$ cat src/rtl/dtw_pkg.sv
package dtw_pkg;
   localparam int NUM_TMR = 2;

   localparam logic [2:0] RI_LOAD = 3'd0;
   localparam logic [2:0] RI_COUNT = 3'd1;
   localparam logic [2:0] RI_CTRL = 3'd2;
   localparam logic [2:0] RI_ICLR = 3'd3;
   localparam logic [2:0] RI_RAW = 3'd4;
   localparam logic [2:0] RI_MASK = 3'd5;
   localparam logic [2:0] RI_BGLD = 3'd6;

   localparam int B_ONESHOT = 0;
   localparam int B_WIDE = 1;
   localparam int B_DIV_LO = 2;
   localparam int B_DIV_HI = 3;
   localparam int B_IE = 5;
   localparam int B_PERIODIC = 6;
   localparam int B_ENABLE = 7;

   localparam logic [7:0] CTL_RESET = 8'h20;

   function automatic logic [7:0] ident_byte(input logic [2:0] idx);
      case (idx)
         3'd0: ident_byte = 8'h04;
         3'd1: ident_byte = 8'h18;
         3'd2: ident_byte = 8'h14;
         3'd3: ident_byte = 8'h00;
         3'd4: ident_byte = 8'h0D;
         3'd5: ident_byte = 8'hF0;
         3'd6: ident_byte = 8'h05;
         default: ident_byte = 8'hB1;
      endcase
   endfunction
endpackage

$ cat src/rtl/dtw_decode.sv
module dtw_decode #(
   parameter int ADDR_W = 12,
   parameter int NUM_TMR = 2
) (
   input  logic [ADDR_W-1:0]  addr,
   output logic [NUM_TMR-1:0] tmr_hit,
   output logic               id_hit,
   output logic [2:0]         word_idx
);
   localparam int BLK_W = ADDR_W - 5;

   logic [BLK_W-1:0] blk;
   logic unused_lsb;

   assign blk = addr[ADDR_W-1:5];
   assign word_idx = addr[4:2];
   assign id_hit = &blk;
   assign unused_lsb = ^addr[1:0];

   for (genvar t = 0; t < NUM_TMR; t++) begin : g_hit
      assign tmr_hit[t] = (blk == BLK_W'(t));
   end
endmodule

$ cat src/rtl/dtw_id_rom.sv
module dtw_id_rom
   import dtw_pkg::*;
#(
   parameter int DATA_W = 32
) (
   input  logic [2:0]        idx,
   output logic [DATA_W-1:0] word
);
   assign word = DATA_W'(ident_byte(idx));
endmodule

$ cat src/rtl/dtw_timer_core.sv
module dtw_timer_core
   import dtw_pkg::*;
#(
   parameter int DATA_W = 32,
   parameter int CNT_W = 32,
   parameter int NARROW_W = 16,
   parameter int DIV_MID_LOG2 = 4,
   parameter int DIV_HI_LOG2 = 8
) (
   input  logic              clk,
   input  logic              rst_n,
   input  logic              tick_en,
   input  logic              wr_en,
   input  logic [2:0]        reg_idx,
   input  logic [DATA_W-1:0] wdata,
   output logic [DATA_W-1:0] rd_word,
   output logic              irq_raw,
   output logic              ie_out,
   output logic              irq_masked
);
   localparam int PRE_W = DIV_HI_LOG2;
   localparam logic [PRE_W-1:0] TERM_MID = PRE_W'((1 << DIV_MID_LOG2) - 1);
   localparam logic [PRE_W-1:0] TERM_HI = '1;
   localparam logic [CNT_W-1:0] MAX_WIDE = '1;
   localparam logic [CNT_W-1:0] MAX_NARROW = CNT_W'({NARROW_W{1'b1}});

   logic [DATA_W-1:0] lim_q;
   logic [CNT_W-1:0]  cnt_q;
   logic [7:0]        ctl_q;
   logic              raw_q;
   logic [PRE_W-1:0]  pre_q;

   function automatic logic [CNT_W-1:0] reload_val(input logic [7:0] c,
                                                   input logic [DATA_W-1:0] l);
      if (!c[B_ONESHOT] && !c[B_PERIODIC])
         reload_val = c[B_WIDE] ? MAX_WIDE : MAX_NARROW;
      else if (c[B_WIDE])
         reload_val = l[CNT_W-1:0];
      else
         reload_val = CNT_W'(l[NARROW_W-1:0]);
   endfunction

   function automatic logic [PRE_W-1:0] term_of(input logic [7:0] c);
      case (c[B_DIV_HI:B_DIV_LO])
         2'd1: term_of = TERM_MID;
         2'd2: term_of = TERM_HI;
         default: term_of = '0;
      endcase
   endfunction

   always_ff @(posedge clk) begin
      if (!rst_n) begin
         lim_q <= '0;
         cnt_q <= '0;
         ctl_q <= CTL_RESET;
         raw_q <= 1'b0;
         pre_q <= '0;
      end else if (wr_en) begin
         case (reg_idx)
            RI_LOAD: begin
               lim_q <= wdata;
               cnt_q <= reload_val(ctl_q, wdata);
            end
            RI_CTRL: begin
               ctl_q <= wdata[7:0];
               pre_q <= '0;
               if (wdata[B_ENABLE]) cnt_q <= reload_val(wdata[7:0], lim_q);
            end
            RI_ICLR: raw_q <= 1'b0;
            RI_BGLD: lim_q <= wdata;
            default: ;
         endcase
      end else if (ctl_q[B_ENABLE] && tick_en) begin
         if (pre_q != term_of(ctl_q)) begin
            pre_q <= pre_q + 1'b1;
         end else begin
            pre_q <= '0;
            if (cnt_q == '0) begin
               raw_q <= 1'b1;
               if (ctl_q[B_ONESHOT]) ctl_q[B_ENABLE] <= 1'b0;
               else cnt_q <= reload_val(ctl_q, lim_q);
            end else begin
               cnt_q <= cnt_q - 1'b1;
            end
         end
      end
   end

   always_comb begin
      case (reg_idx)
         RI_LOAD, RI_BGLD: rd_word = lim_q;
         RI_COUNT: rd_word = DATA_W'(cnt_q);
         RI_CTRL: rd_word = DATA_W'(ctl_q);
         RI_RAW: rd_word = DATA_W'(raw_q);
         RI_MASK: rd_word = DATA_W'(raw_q & ctl_q[B_IE]);
         default: rd_word = '0;
      endcase
   end

   assign irq_raw = raw_q;
   assign ie_out = ctl_q[B_IE];
   assign irq_masked = raw_q & ctl_q[B_IE];
endmodule

$ cat src/rtl/dual_timer_wrap.sv
module dual_timer_wrap
   import dtw_pkg::*;
#(
   parameter int ADDR_W = 12,
   parameter int DATA_W = 32,
   parameter int CNT_W = 32,
   parameter int NARROW_W = 16,
   parameter int DIV_MID_LOG2 = 4,
   parameter int DIV_HI_LOG2 = 8
) (
   input  logic              clk,
   input  logic              rst_n,
   input  logic              bus_sel,
   input  logic              bus_wr,
   input  logic [ADDR_W-1:0] bus_addr,
   input  logic [DATA_W-1:0] bus_wdata,
   input  logic              tick_en0,
   input  logic              tick_en1,
   output logic [DATA_W-1:0] rd_data,
   output logic              rd_valid,
   output logic              irq_any
);
   if (ADDR_W != 12) begin : g_bad_aw
      $error("window must span 4 KB");
   end
   if (CNT_W > DATA_W || NARROW_W >= CNT_W) begin : g_bad_cw
      $error("counter widths inconsistent");
   end
   if (DIV_MID_LOG2 >= DIV_HI_LOG2 || DIV_MID_LOG2 < 1) begin : g_bad_div
      $error("prescale exponents inconsistent");
   end

   logic              rd_req, wr_req;
   logic [NUM_TMR-1:0] tmr_hit, tick_vec, raw_vec, ie_vec, mask_vec;
   logic              id_hit;
   logic [2:0]        word_idx;
   logic [DATA_W-1:0] tmr_word [NUM_TMR];
   logic [DATA_W-1:0] id_word, rd_next;

   assign rd_req = bus_sel && !bus_wr;
   assign wr_req = bus_sel && bus_wr;
   assign tick_vec = {tick_en1, tick_en0};

   dtw_decode #(.ADDR_W(ADDR_W), .NUM_TMR(NUM_TMR)) u_dec (
      .addr(bus_addr), .tmr_hit(tmr_hit), .id_hit(id_hit), .word_idx(word_idx)
   );

   dtw_id_rom #(.DATA_W(DATA_W)) u_id (.idx(word_idx), .word(id_word));

   for (genvar t = 0; t < NUM_TMR; t++) begin : g_tmr
      dtw_timer_core #(
         .DATA_W(DATA_W), .CNT_W(CNT_W), .NARROW_W(NARROW_W),
         .DIV_MID_LOG2(DIV_MID_LOG2), .DIV_HI_LOG2(DIV_HI_LOG2)
      ) u_core (
         .clk(clk), .rst_n(rst_n), .tick_en(tick_vec[t]),
         .wr_en(wr_req && tmr_hit[t]), .reg_idx(word_idx), .wdata(bus_wdata),
         .rd_word(tmr_word[t]), .irq_raw(raw_vec[t]), .ie_out(ie_vec[t]),
         .irq_masked(mask_vec[t])
      );
   end

   always_comb begin
      rd_next = '0;
      for (int t = 0; t < NUM_TMR; t++)
         if (tmr_hit[t]) rd_next = tmr_word[t];
      if (id_hit) rd_next = id_word;
   end

   always_ff @(posedge clk) begin
      if (!rst_n) begin
         rd_valid <= 1'b0;
         rd_data <= '0;
      end else begin
         rd_valid <= rd_req;
         if (rd_req) rd_data <= rd_next;
      end
   end

   assign irq_any = |mask_vec;
endmodule

$ cat config.mk
export PLATFORM = sky130hd
export DESIGN_NAME = dual_timer_wrap
export DESIGN_NICKNAME = d
export VERILOG_FILES = /design/src/rtl/dtw_pkg.sv /design/src/rtl/dtw_decode.sv /design/src/rtl/dtw_id_rom.sv /design/src/rtl/dtw_timer_core.sv /design/src/rtl/dual_timer_wrap.sv
export SDC_FILE = /design/constraint.sdc
export NUM_CORES = 1
export LEC_CHECK = 0
export BUFFER_PORTS_ARGS = -buffer_cell sky130_fd_sc_hd__buf_2
export CORE_UTILIZATION = 62
export CTS_CLUSTER_SIZE = 10
export DETAILED_ROUTE_END_ITERATION = 7
export PLACE_DENSITY = 0.81
export SYNTH_ARGS = -nofsm -noshare
export SYNTH_HDL_FRONTEND = slang
export SYNTH_HIERARCHICAL = 1
export SYNTH_SLANG_ARGS = --single-unit
$ cat constraint.sdc
create_clock -name clk -period 4.44 [get_ports clk]
set_clock_uncertainty 0.1 [all_clocks]
set_input_delay 0.222 -clock clk [delete_from_list [all_inputs] [get_ports clk]]
set_output_delay 0.222 -clock clk [all_outputs]
set_load 0.02 [all_outputs]
Word level (Yosys, flattened, before mapping)
Cells that the tools add are included.
{ "totals": {"regBits": 195, "latchBits": 0, "mem_bits_rw": 0, "mem_bits_ro": 0, "mem_count": 0} }
{ "op_classes": {"add_sub_neg": 4, "mul": 0, "div": 0, "n_lt_le_gt_ge": 0, "n_eq_ne": 25, "shift": 0, "n_mux": 71, "bitwise_logic": 4, "reduce_logical": 41} }
{ "ops": {"columns": ["operator", "n"], "rows": [
  ["32-bit two-way mux", 30],
  ["32-bit case mux with 5 select lines", 2],
  ["32-bit case mux with 2 select lines", 2],
  ["8-bit two-way mux", 15],
  ["32-bit logical NOT", 2],
  ["32-bit by 1-bit subtractor with 32-bit output, second input constant", 2],
  ["8-bit case mux with 7 select lines", 1],
  ["8-bit case mux with 2 select lines", 2],
  ["5-bit AND reduction", 4],
  ["1-bit two-way mux", 19],
  ["8-bit by 1-bit adder with 8-bit output, second input constant", 2],
  ["8-bit != test", 2],
  ["3-bit != test, second input constant", 4],
  ["2-bit AND reduction", 6],
  ["2-bit nonzero test", 6],
  ["3-bit equality test, second input constant", 3],
  ["1-bit logical AND", 9],
  ["2-bit != test, second input constant", 4],
  ["4-bit AND reduction", 2],
  ["7-bit by 1-bit equality test with 1-bit output, second input constant", 1],
  ["1-bit logical NOT", 7],
  ["7-bit logical NOT", 1],
  ["7-bit AND reduction", 1],
  ["3-bit by 2-bit equality test with 1-bit output, second input constant", 2],
  ["other kinds (8)", 16]
]} }

Longest topological paths before layout
Gate-level depths: netlist (run 1).
{ "depth": {"word_depth": 9, "mapped_depth": 13, "ltp_nobuf": 9} }

Modules after synthesis
Netlist (run 1), hierarchy kept.
{ "modules_own_cells": {"columns": ["module", "instances", "cells_per_inst", "area_per_inst_um2", "seq_area_each_um2"], "rows": [
  ["dtw_timer_core at g_tmr[1].u_core", 1, 720, 5417.7, 1621.6],
  ["dtw_timer_core at g_tmr[0].u_core", 1, 727, 5317.6, 1621.6],
  ["dual_timer_wrap", 1, 159, 1685.4, 660.6],
  ["dtw_id_rom", 1, 35, 250.2, 0.0],
  ["dtw_decode", 1, 9, 70.1, 0.0]
]} }

Worst setup path after synthesis (run 1)
No wires, ideal clock.
{ "synth_timing": {"path_kind": "input port to flip-flop", "from": "in bus_addr[6]", "to": "reg g_tmr[1].u_core.cnt_q[6]", "setup_time_ns": 0.119, "arrival_time_ns": 3.018, "slack_ns": 1.203, "stages": 11, "cell_sequence": "or4_4 -> nor4b_2 -> buf_6 -> buf_2 -> and3_1 -> inv_1 -> or4_1 -> a32oi_1 -> buf_2 -> o211ai_1 -> o221a_1"} }
{ "synth_between": {"elab_chain_cells": 4, "word_cells_on_any_way": 9} }
{ "synth_lines": {"columns": ["item", "line_no", "source"], "rows": [
  ["from (decl)", "dual_timer_wrap.sv:15", "input logic [ADDR_W-1:0] bus_addr,"],
  ["7-bit by 1-bit equality test with 1-bit output (*)", "dtw_decode.sv:21", "assign tmr_hit[t] = (blk == BLK_W'(t));"],
  ["net tmr_hit[1]", "dual_timer_wrap.sv:34", "logic [NUM_TMR-1:0] tmr_hit, tick_vec, raw_vec, ie_vec, mask_vec;"],
  ["1-bit logical AND (*)", "dual_timer_wrap.sv:56", ".wr_en(wr_req && tmr_hit[t]), .reg_idx(word_idx), .wdata(bus_wdata),"],
  ["3-bit by 2-bit != test with 1-bit output (no source line) (tied with other cells)", null, null],
  ["5-bit AND reduction (no source line)", null, null],
  ["to (signal assigned)", "dtw_timer_core.sv:62", "cnt_q <= reload_val(ctl_q, wdata);"],
  ["to (signal assigned)", "dtw_timer_core.sv:67", "if (wdata[B_ENABLE]) cnt_q <= reload_val(wdata[7:0], lim_q);"],
  ["to (signal assigned)", "dtw_timer_core.sv:81", "else cnt_q <= reload_val(ctl_q, lim_q);"],
  ["to (decl)", "dtw_timer_core.sv:28", "logic [CNT_W-1:0] cnt_q;"]
]} }
Mark *: on every way through the listed nets, which the timed path passes. The rest lies on a longest branch.
A chain may end at the register's enable or synchronous reset.

Final worst setup path (run 1)
{ "layout_timing": {"from": "in bus_addr[6]", "to": "reg g_tmr[0].u_core.cnt_q[7]"} }
{ "layout_between": {"elab_chain_cells": 4, "word_cells_on_any_way": 9} }
{ "layout_lines": {"columns": ["item", "line_no"], "rows": [
  ["7-bit logical NOT (*)", "dtw_decode.sv:21"],
  ["net tmr_hit[0]", "dual_timer_wrap.sv:34"],
  ["1-bit logical AND (*)", "dual_timer_wrap.sv:56"],
  ["3-bit by 2-bit != test with 1-bit output (no source line) (tied with other cells)", null],
  ["5-bit AND reduction (no source line)", null],
  ["to (signal assigned)", "dtw_timer_core.sv:62"],
  ["to (signal assigned)", "dtw_timer_core.sv:67"],
  ["to (signal assigned)", "dtw_timer_core.sv:81"],
  ["to (decl)", "dtw_timer_core.sv:28"]
]} }
Marks and branches as above.

==> out/metrics.yaml, run 1 <==
status: "finished, final reports clean"
first_global_vias: 12016
hold_depth: 3
nNetsFinal: 1721
area_delta_synth_final_pct: 9.55
drtIter0Drc: 1802
start_util_pct: 63.2
insertedDiodeCount: 0
period_share_pct: 74.8
cts_buffers: 17
clock_latency_ns: 0.45
cts_tree: "built"
antenna_found_initial: 0
synth_edf_count: 0
clockBufferDepth: 2
drive_above_1_share_pct: 13.4
worst_ep_arrival_time_ns: 3.56
holdBufCountCts: 22
avgViaCountPerCell: 6.92
slew_headroom_pct: 12.0
clockRootBuffer: "clkbuf_16"
grt_pass1_wl_mm: 65.3
hold_start: "bus_wdata[18]"
min_period_ns: 3.32
die_area_sq_um: 21100
h-tree-depth: 4
wl_per_cell_microns: 21.3
fmax_mhz: 301
die_x_microns: 145
yosysSeqAreaShare_pct: 30.6
power.density_nw_per_um2: 265
irDropWorstVdd_mv: 0.249
numPortBuffers: 81
avgSynthCellArea_sq_um: 7.72
worstPathMaxFanout: 50
ys_async_sr_fraction_pct: 0
vias: 13473
io-pin-count: 84
worstReg2RegStart: "g_tmr[0].u_core/cnt_q[0]"
netlist_instances: 1650
place_congestion: 0.950
synth-seq-cells: 195
hold_path.class: "in -> reg"
grt.total_usage_pct: 38.4
netlist_area_sq_um: 12700
r2r_setup_slack_ns: 1.17
r2r-end: "g_tmr[0].u_core/cnt_q[11]"
maxSlewViolCount: 0
multi_input_area_sq_um: 8040
path_class: "in -> reg"
seqCellArea_sq_um: 3900
synth_flop_cell: "dfxtp_1"
synth.distinct_cells: 88
cts.clk_slew.worst_paths_ns: 0.08
synth_warnings: 6
die_y_microns: 145
tightest_slew_ns: 1.31
clock_sinks: 195
cp_data_required_time_ns: 4.68
worstSetupEndpointType: "flip-flop"
postCtsSetupRepairBufs: 0
hold_viol_final: 0
worst_hold_path.endpoint: "g_tmr[1].u_core/lim_q[18]"
core_area_sq_um: 20200
cap_violations: 0
setup_viol_count_final: 0
leakage_uw: 0.00503
rsz0062_at_grt: "no"
drtAntennaViolNets: 0
drt-total-wl_mm: 41.4
cts-resized-gates: 0
reg2reg_depth: 9
setup_tns_ns: 0
drc: 0
row_count: 52
globalRoute.totalOverflow: 0
nFillCells: 1674
grt_max_degree: 119
finalCoreUtilization_pct: 69.2
hpwl_mm: 27.6
critPathLaunchType: "input pin"
dr.pass1.iters: 8
## cells in the mapped netlist, drive strengths merged, types with 8 or more instances
library cell / number / area [sq um]
o2bb2ai: 38 / 339
clkbuf: 105 / 399
and3: 18 / 113
o311a: 11 / 110
nor4: 27 / 241
nor2: 101 / 379
o211ai: 26 / 195
a21boi: 80 / 604
nand2: 224 / 843
a22o: 50 / 438
dfxtp: 195 / 3900
o21ai: 218 / 1090
a31oi: 19 / 125
o31ai: 9 / 67.6
ha: 8 / 100
o221a: 14 / 158
a21oi: 65 / 325
or3: 17 / 106
nor3: 53 / 303
xor2: 26 / 228
a211oi: 13 / 97.6
nand4: 21 / 189
nor2b: 13 / 88.8
a221oi: 33 / 370
and2: 10 / 62.6
o22ai: 8 / 56.3
o21a: 8 / 60.1
or4: 10 / 82.6
nand3: 28 / 145
xnor2: 25 / 219
inv: 21 / 78.8
buf: 69 / 490
a22oi: 18 / 135
## sequential cells by signal (all words and copies together), names as in the netlist
name                  count
rd_data                  32
g_tmr.u_core/cnt_q       64
g_tmr.u_core/lim_q       64
g_tmr.u_core/ctl_q       16
rd_valid                  1
g_tmr.u_core/pre_q       16
g_tmr.u_core/irq_raw      2
## critical path: stages
cell,delay (ns)
buf_2,0.11
or4_4,0.55
nor4_1,0.21
buf_4,0.18
and3_1,0.28
inv_1,0.09
a2111oi_0,0.56
a31oi_1,0.21
a31oi_4,0.39
buf_12,0.28
o211ai_1,0.15
o221a_2,0.31
## how the worst max path moves through the flow
stage	endpoint	slack, ns	start	cells past startpoint
global placement	g_tmr[1].u_core/cnt_q[1]	0.84	bus_addr[6]	10
global route	g_tmr[1].u_core/cnt_q[27]	1.00	bus_addr[6]	10
floorplan	g_tmr[1].u_core/cnt_q[6]	1.20	bus_addr[6]	11
detailed placement	g_tmr[1].u_core/cnt_q[1]	0.78	bus_addr[6]	10
CTS	g_tmr[1].u_core/cnt_q[1]	1.25	bus_addr[6]	10
finish	g_tmr[0].u_core/cnt_q[7]	1.12	bus_addr[6]	12
## per-layer routing
layer	global-route usage, %	share of wire, %	up-vias
li1	-	-	6083
met4	18.6	4.8	0
met1	52.1	39	6321
met2	59.7	45	901
met5	0	0	-
met3	6.05	12	168
## power breakdown
part / leakage (uW) / switching (uW) / internal [uW]
Clock: 0.000309 / 737 / 968
Sequential: 0.00157 / 1.44 / 1750
Combinational: 0.00316 / 168 / 74.5
## kinds of logic after synthesis
group | Yosys count | share of synthesized area, %
compound gates | 643 | 35.1
simple gates | 554 | 22.1
flops | 195 | 30.6
buf+inv | 195 | 7.60
xor+xnor | 51 | 3.51
fa+ha+maj | 8 | 0.786
mux | 3 | 0.236
other cells | 1 | 0.0294
## layout make-up
cell class / instances / area share, %
multi-input combinational: 1284 / 57.6
sequential: 195 / 28.0
timing repair buffer: 144 / 6.88
clock buffer: 18 / 3.15
tap: 270 / 2.42
clock inverter: 14 / 1.43
inverter: 21 / 0.565
## cell usage in the layout, fill, tap and decap left out, types with 9 or more instances in the layout
cell | synthesis | final
nand2_1 | 223 | 223
o21ai_0 | 206 | 206
dfxtp_1 | 195 | 195
nor2_1 | 101 | 98
buf_2 | 23 | 80
a21boi_0 | 79 | 79
a21oi_1 | 65 | 65
a22o_1 | 50 | 50
nor3_1 | 48 | 46
buf_4 | 32 | 40
o2bb2ai_1 | 37 | 37
nand3_1 | 27 | 27
o211ai_1 | 26 | 26
xor2_1 | 26 | 26
xnor2_1 | 25 | 25
conb_1 | 1 | 25
dlygate4sd3_1 | 0 | 22
nor4_1 | 21 | 21
inv_1 | 20 | 20
a221oi_1 | 20 | 20
and3_1 | 18 | 18
a22oi_1 | 18 | 18
a31oi_1 | 18 | 18
clkbuf_16 | 0 | 17
or3_1 | 17 | 17
nand4_1 | 16 | 16
a221oi_2 | 13 | 13
a211oi_1 | 13 | 13
nor2b_1 | 12 | 12
o21ai_1 | 12 | 12
o311a_1 | 11 | 11
o221a_2 | 11 | 11
and2_1 | 9 | 9
o31ai_1 | 9 | 9
## metrics by stage
| stage | instance area [sq um] | hold WS (ns) | total power (uW) | instances | setup slack, ns |
|---|---|---|---|---|---|
| 2_1_floorplan | 12800 | 0.246 | 1930 | 1674 | 1.20 |
| 3_3_place_gp | 13100 | 0.344 | 2000 | 1892 | 0.841 |
| 3_5_place_dp | 13100 | 0.347 | 2010 | 1892 | 0.781 |
| 4_1_cts | 14000 | 0.000181 | 3690 | 1946 | 1.25 |
| 5_1_grt | 14000 | 0.0156 | 3780 | 1946 | 1.00 |
| 6_report | 14000 | 0.0186 | 3700 | 1946 | 1.12 |
No activity file was read; power rests on OpenSTA's default activity.
==> inputs of run 2 (changes only) <==
Settings changed: ABC_AREA from default to 1, CORE_UTILIZATION 62 to 57, PLACE_DENSITY 0.81 to 0.78.
Clock period 4.44 ns to 2.8 ns, I/O delays scaled along.
==> out/metrics.yaml, run 2 <==
synth-seq-cells: 195  # unchanged
worstSetupEndpointType: "flip-flop"
rsz0062_at_grt: "no"
irDropWorstVdd_mv: 0.341  # +37%
drt-total-wl_mm: 47.6  # +15%
final_common_cell: "nand2_1"
clockRootBuffer: "clkbuf_16"
worst_ep_arrival_time_ns: 2.68  # -0.88 ns
insertedDiodeCount: 0  # unchanged
fmax_mhz: 409
avgViaCountPerCell: 5.75  # -17%
synthTopCellsByArea: "dfxtp_1 (27%), nand2_1 (16%), nor2_1 (10%)"
first_global_vias: 14395  # +20%
worstReg2RegStart: "g_tmr[0].u_core/cnt_q[0]"
leakage_uw: 0.00730  # +45%
hold_depth: 3  # unchanged
hold_viol_final: 0  # unchanged
reg2reg_depth: 11  # +2
wl_per_cell_microns: 17.3  # -19%
drtIter0Drc: 1914  # +6.2%
tightest_slew_ns: 1.01  # -0.300 ns
synth_flop_cell: "dfxtp_1"
grt_pass1_wl_mm: 75.7  # +16%
hpwl_mm: 34.1  # +24%
r2r-end: "g_tmr[0].u_core/cnt_q[20]"
slew_headroom_pct: 32.3  # +20 points
numPortBuffers: 81  # unchanged
synth_edf_count: 0  # unchanged
dr.pass1.iters: 6  # -2
period_share_pct: 87.3
setup_viol_count_final: 0  # unchanged
netlist_instances: 2377  # +44%
start_util_pct: 58.2  # -5.0 points
cts_tree: "built"
globalRoute.totalOverflow: 0  # unchanged
min_period_ns: 2.44
nFillCells: 2411  # +44%
maxSlewViolCount: 0  # unchanged
vias: 15802  # +17%
grt.total_usage_pct: 36.9  # -1.5 points
avgSynthCellArea_sq_um: 5.97  # -23%
hold_start: "bus_wdata[20]"
cts-resized-gates: 0  # unchanged
netlist_top_cells_count: "nand2_1 (598), nor2_1 (397), inv_1 (217)"
place_congestion: 0.952  # +0.22%
cp_data_required_time_ns: 3.04  # -1.64 ns
hold_path.class: "in -> reg"
reg_top3: "g_tmr.u_core/cnt_q (64), g_tmr.u_core/lim_q (64), rd_data (32)"
grt_max_degree: 64  # -46%
drtAntennaViolNets: 0  # unchanged
synth_top_cell_by_area: "dfxtp_1"
h-tree-depth: 4  # unchanged
row_count: 57  # +9.6%
synth_top_area_share_pct: 27.5  # -3.1 points
die_area_sq_um: 25500  # +21%
synth.distinct_cells: 47  # -47%
worst_hold_path.endpoint: "g_tmr[1].u_core/lim_q[20]"
path_class: "reg -> reg"
postLayoutCellArea_sq_um: 15300  # +9.9%
cts_buffers: 17  # unchanged
cts.clk_slew.worst_paths_ns: 0.08  # about the same
drc: 0  # unchanged
r2r_setup_slack_ns: 0.36  # -0.81 ns
ys_async_sr_fraction_pct: 0  # unchanged
setup_tns_ns: 0  # unchanged
yosysMostFrequentCell: "nand2_1"
yosysSeqAreaShare_pct: 27.5  # -3.1 points
critPathLaunchType: "flip-flop"
drive_above_1_share_pct: 11.1  # -2.3 points
layout_common_cells: "nand2_1 (597), nor2_1 (393), inv_1 (217)"
die_y_microns: 160  # +10%
status: "finished, final reports clean"
postCtsSetupRepairBufs: 0  # unchanged
io-pin-count: 84  # unchanged
p_total_uw: 5850  # +58%
holdBufCountCts: 30  # +36%
clock_latency_ns: 0.44  # about the same
synth_warnings: 6  # unchanged
worstPathMaxFanout: 41  # -18%
nNetsFinal: 2471  # +44%
netlist_area_sq_um: 14200  # +11%
power.density_nw_per_um2: 381  # +44%
clock_sinks: 195  # unchanged
die_x_microns: 160  # +10%
cap_violations: 0  # unchanged
placed_area_sq_um: 14500  # +11%
core_area_sq_um: 24400  # +21%
antenna_found_initial: 0  # unchanged
clockBufferDepth: 2  # unchanged
area_delta_synth_final_pct: 8.08
## run 2: worst max path at each step
| stage | to | slack (ns) | cells past startpoint | start |
|---|---|---|---|---|
| after global routing | g_tmr[0].u_core/cnt_q[20] | 0.22 | 11 | g_tmr[0].u_core/cnt_q[0] |
| after global placement | g_tmr[0].u_core/cnt_q[19] | 0.26 | 15 | bus_addr[11] |
| final | g_tmr[0].u_core/cnt_q[20] | 0.36 | 11 | g_tmr[0].u_core/cnt_q[0] |
| after floorplan | g_tmr[0].u_core/cnt_q[16] | 0.53 | 16 | bus_addr[11] |
| after CTS | g_tmr[0].u_core/cnt_q[20] | 0.42 | 11 | g_tmr[0].u_core/cnt_q[0] |
| after detailed placement | g_tmr[0].u_core/cnt_q[28] | 0.22 | 13 | bus_addr[11] |
## run 2: final cells by class
type,instances,area [sq um],share of cell area [%]
Sequential cell,195,3900,25.4
Tap cell,324,405,2.64
Timing Repair Buffer,144,981,6.39
Multi-Input combinational cell,1812,8580,55.9
Inverter,243,916,5.97
Clock inverter,13,126,0.824
Clock buffer,19,433,2.82
## run 2: critical path, stage by stage, from the launching register on
cell	delay [ns]
dfxtp_1	0.31
inv_1	0.19
ha_1	0.24
nand2_1	0.09
nor2_2	0.15
nand2_2	0.11
nor2_8	0.33
nand2_4	0.11
nand3_4	0.40
a21oi_1	0.12
nand2_1	0.10
inv_1	0.05
## run 2: kinds of logic (layout without fill, tap and decap cells)
kind of cell,after synthesis,in the layout,synth area share (%)
xor+xnor,28,28,1.73
fa+ha+maj,8,8,0.705
other cells,1,25,0.0264
simple gates,1218,1218,36.0
buf+inv,394,419,12.8
flops,195,195,27.5
compound gates,533,533,21.2
## run 2: through the flow
step | cells | setup WS, ns | hold WS [ns] | util (%)
after global routing | 2750 | 0.222 | 0.0305 | 62.9
after detailed placement | 2688 | 0.221 | 0.357 | 59.4
after floorplan | 2401 | 0.534 | 0.188 | -
after global placement | 2688 | 0.258 | 0.353 | 59.4
after CTS | 2750 | 0.417 | 0.00332 | 62.9
final | 2750 | 0.356 | 0.0274 | 62.9
## run 2: where the power goes
| part | internal [uW] | switching, uW |
|---|---|---|
| registers | 2770 | 4.05 |
| clock network | 1250 | 1210 |
| logic | 183 | 437 |
## run 2: routing by layer
metal | global-route usage, % | share of wire, % | wire length (microns)
met1 | 49.1 | 41 | 19600
met2 | 57.7 | 44 | 21100
met3 | 6.96 | 10 | 4900
met4 | 17.3 | 4.2 | 2000
met5 | 0 | 0 | 0
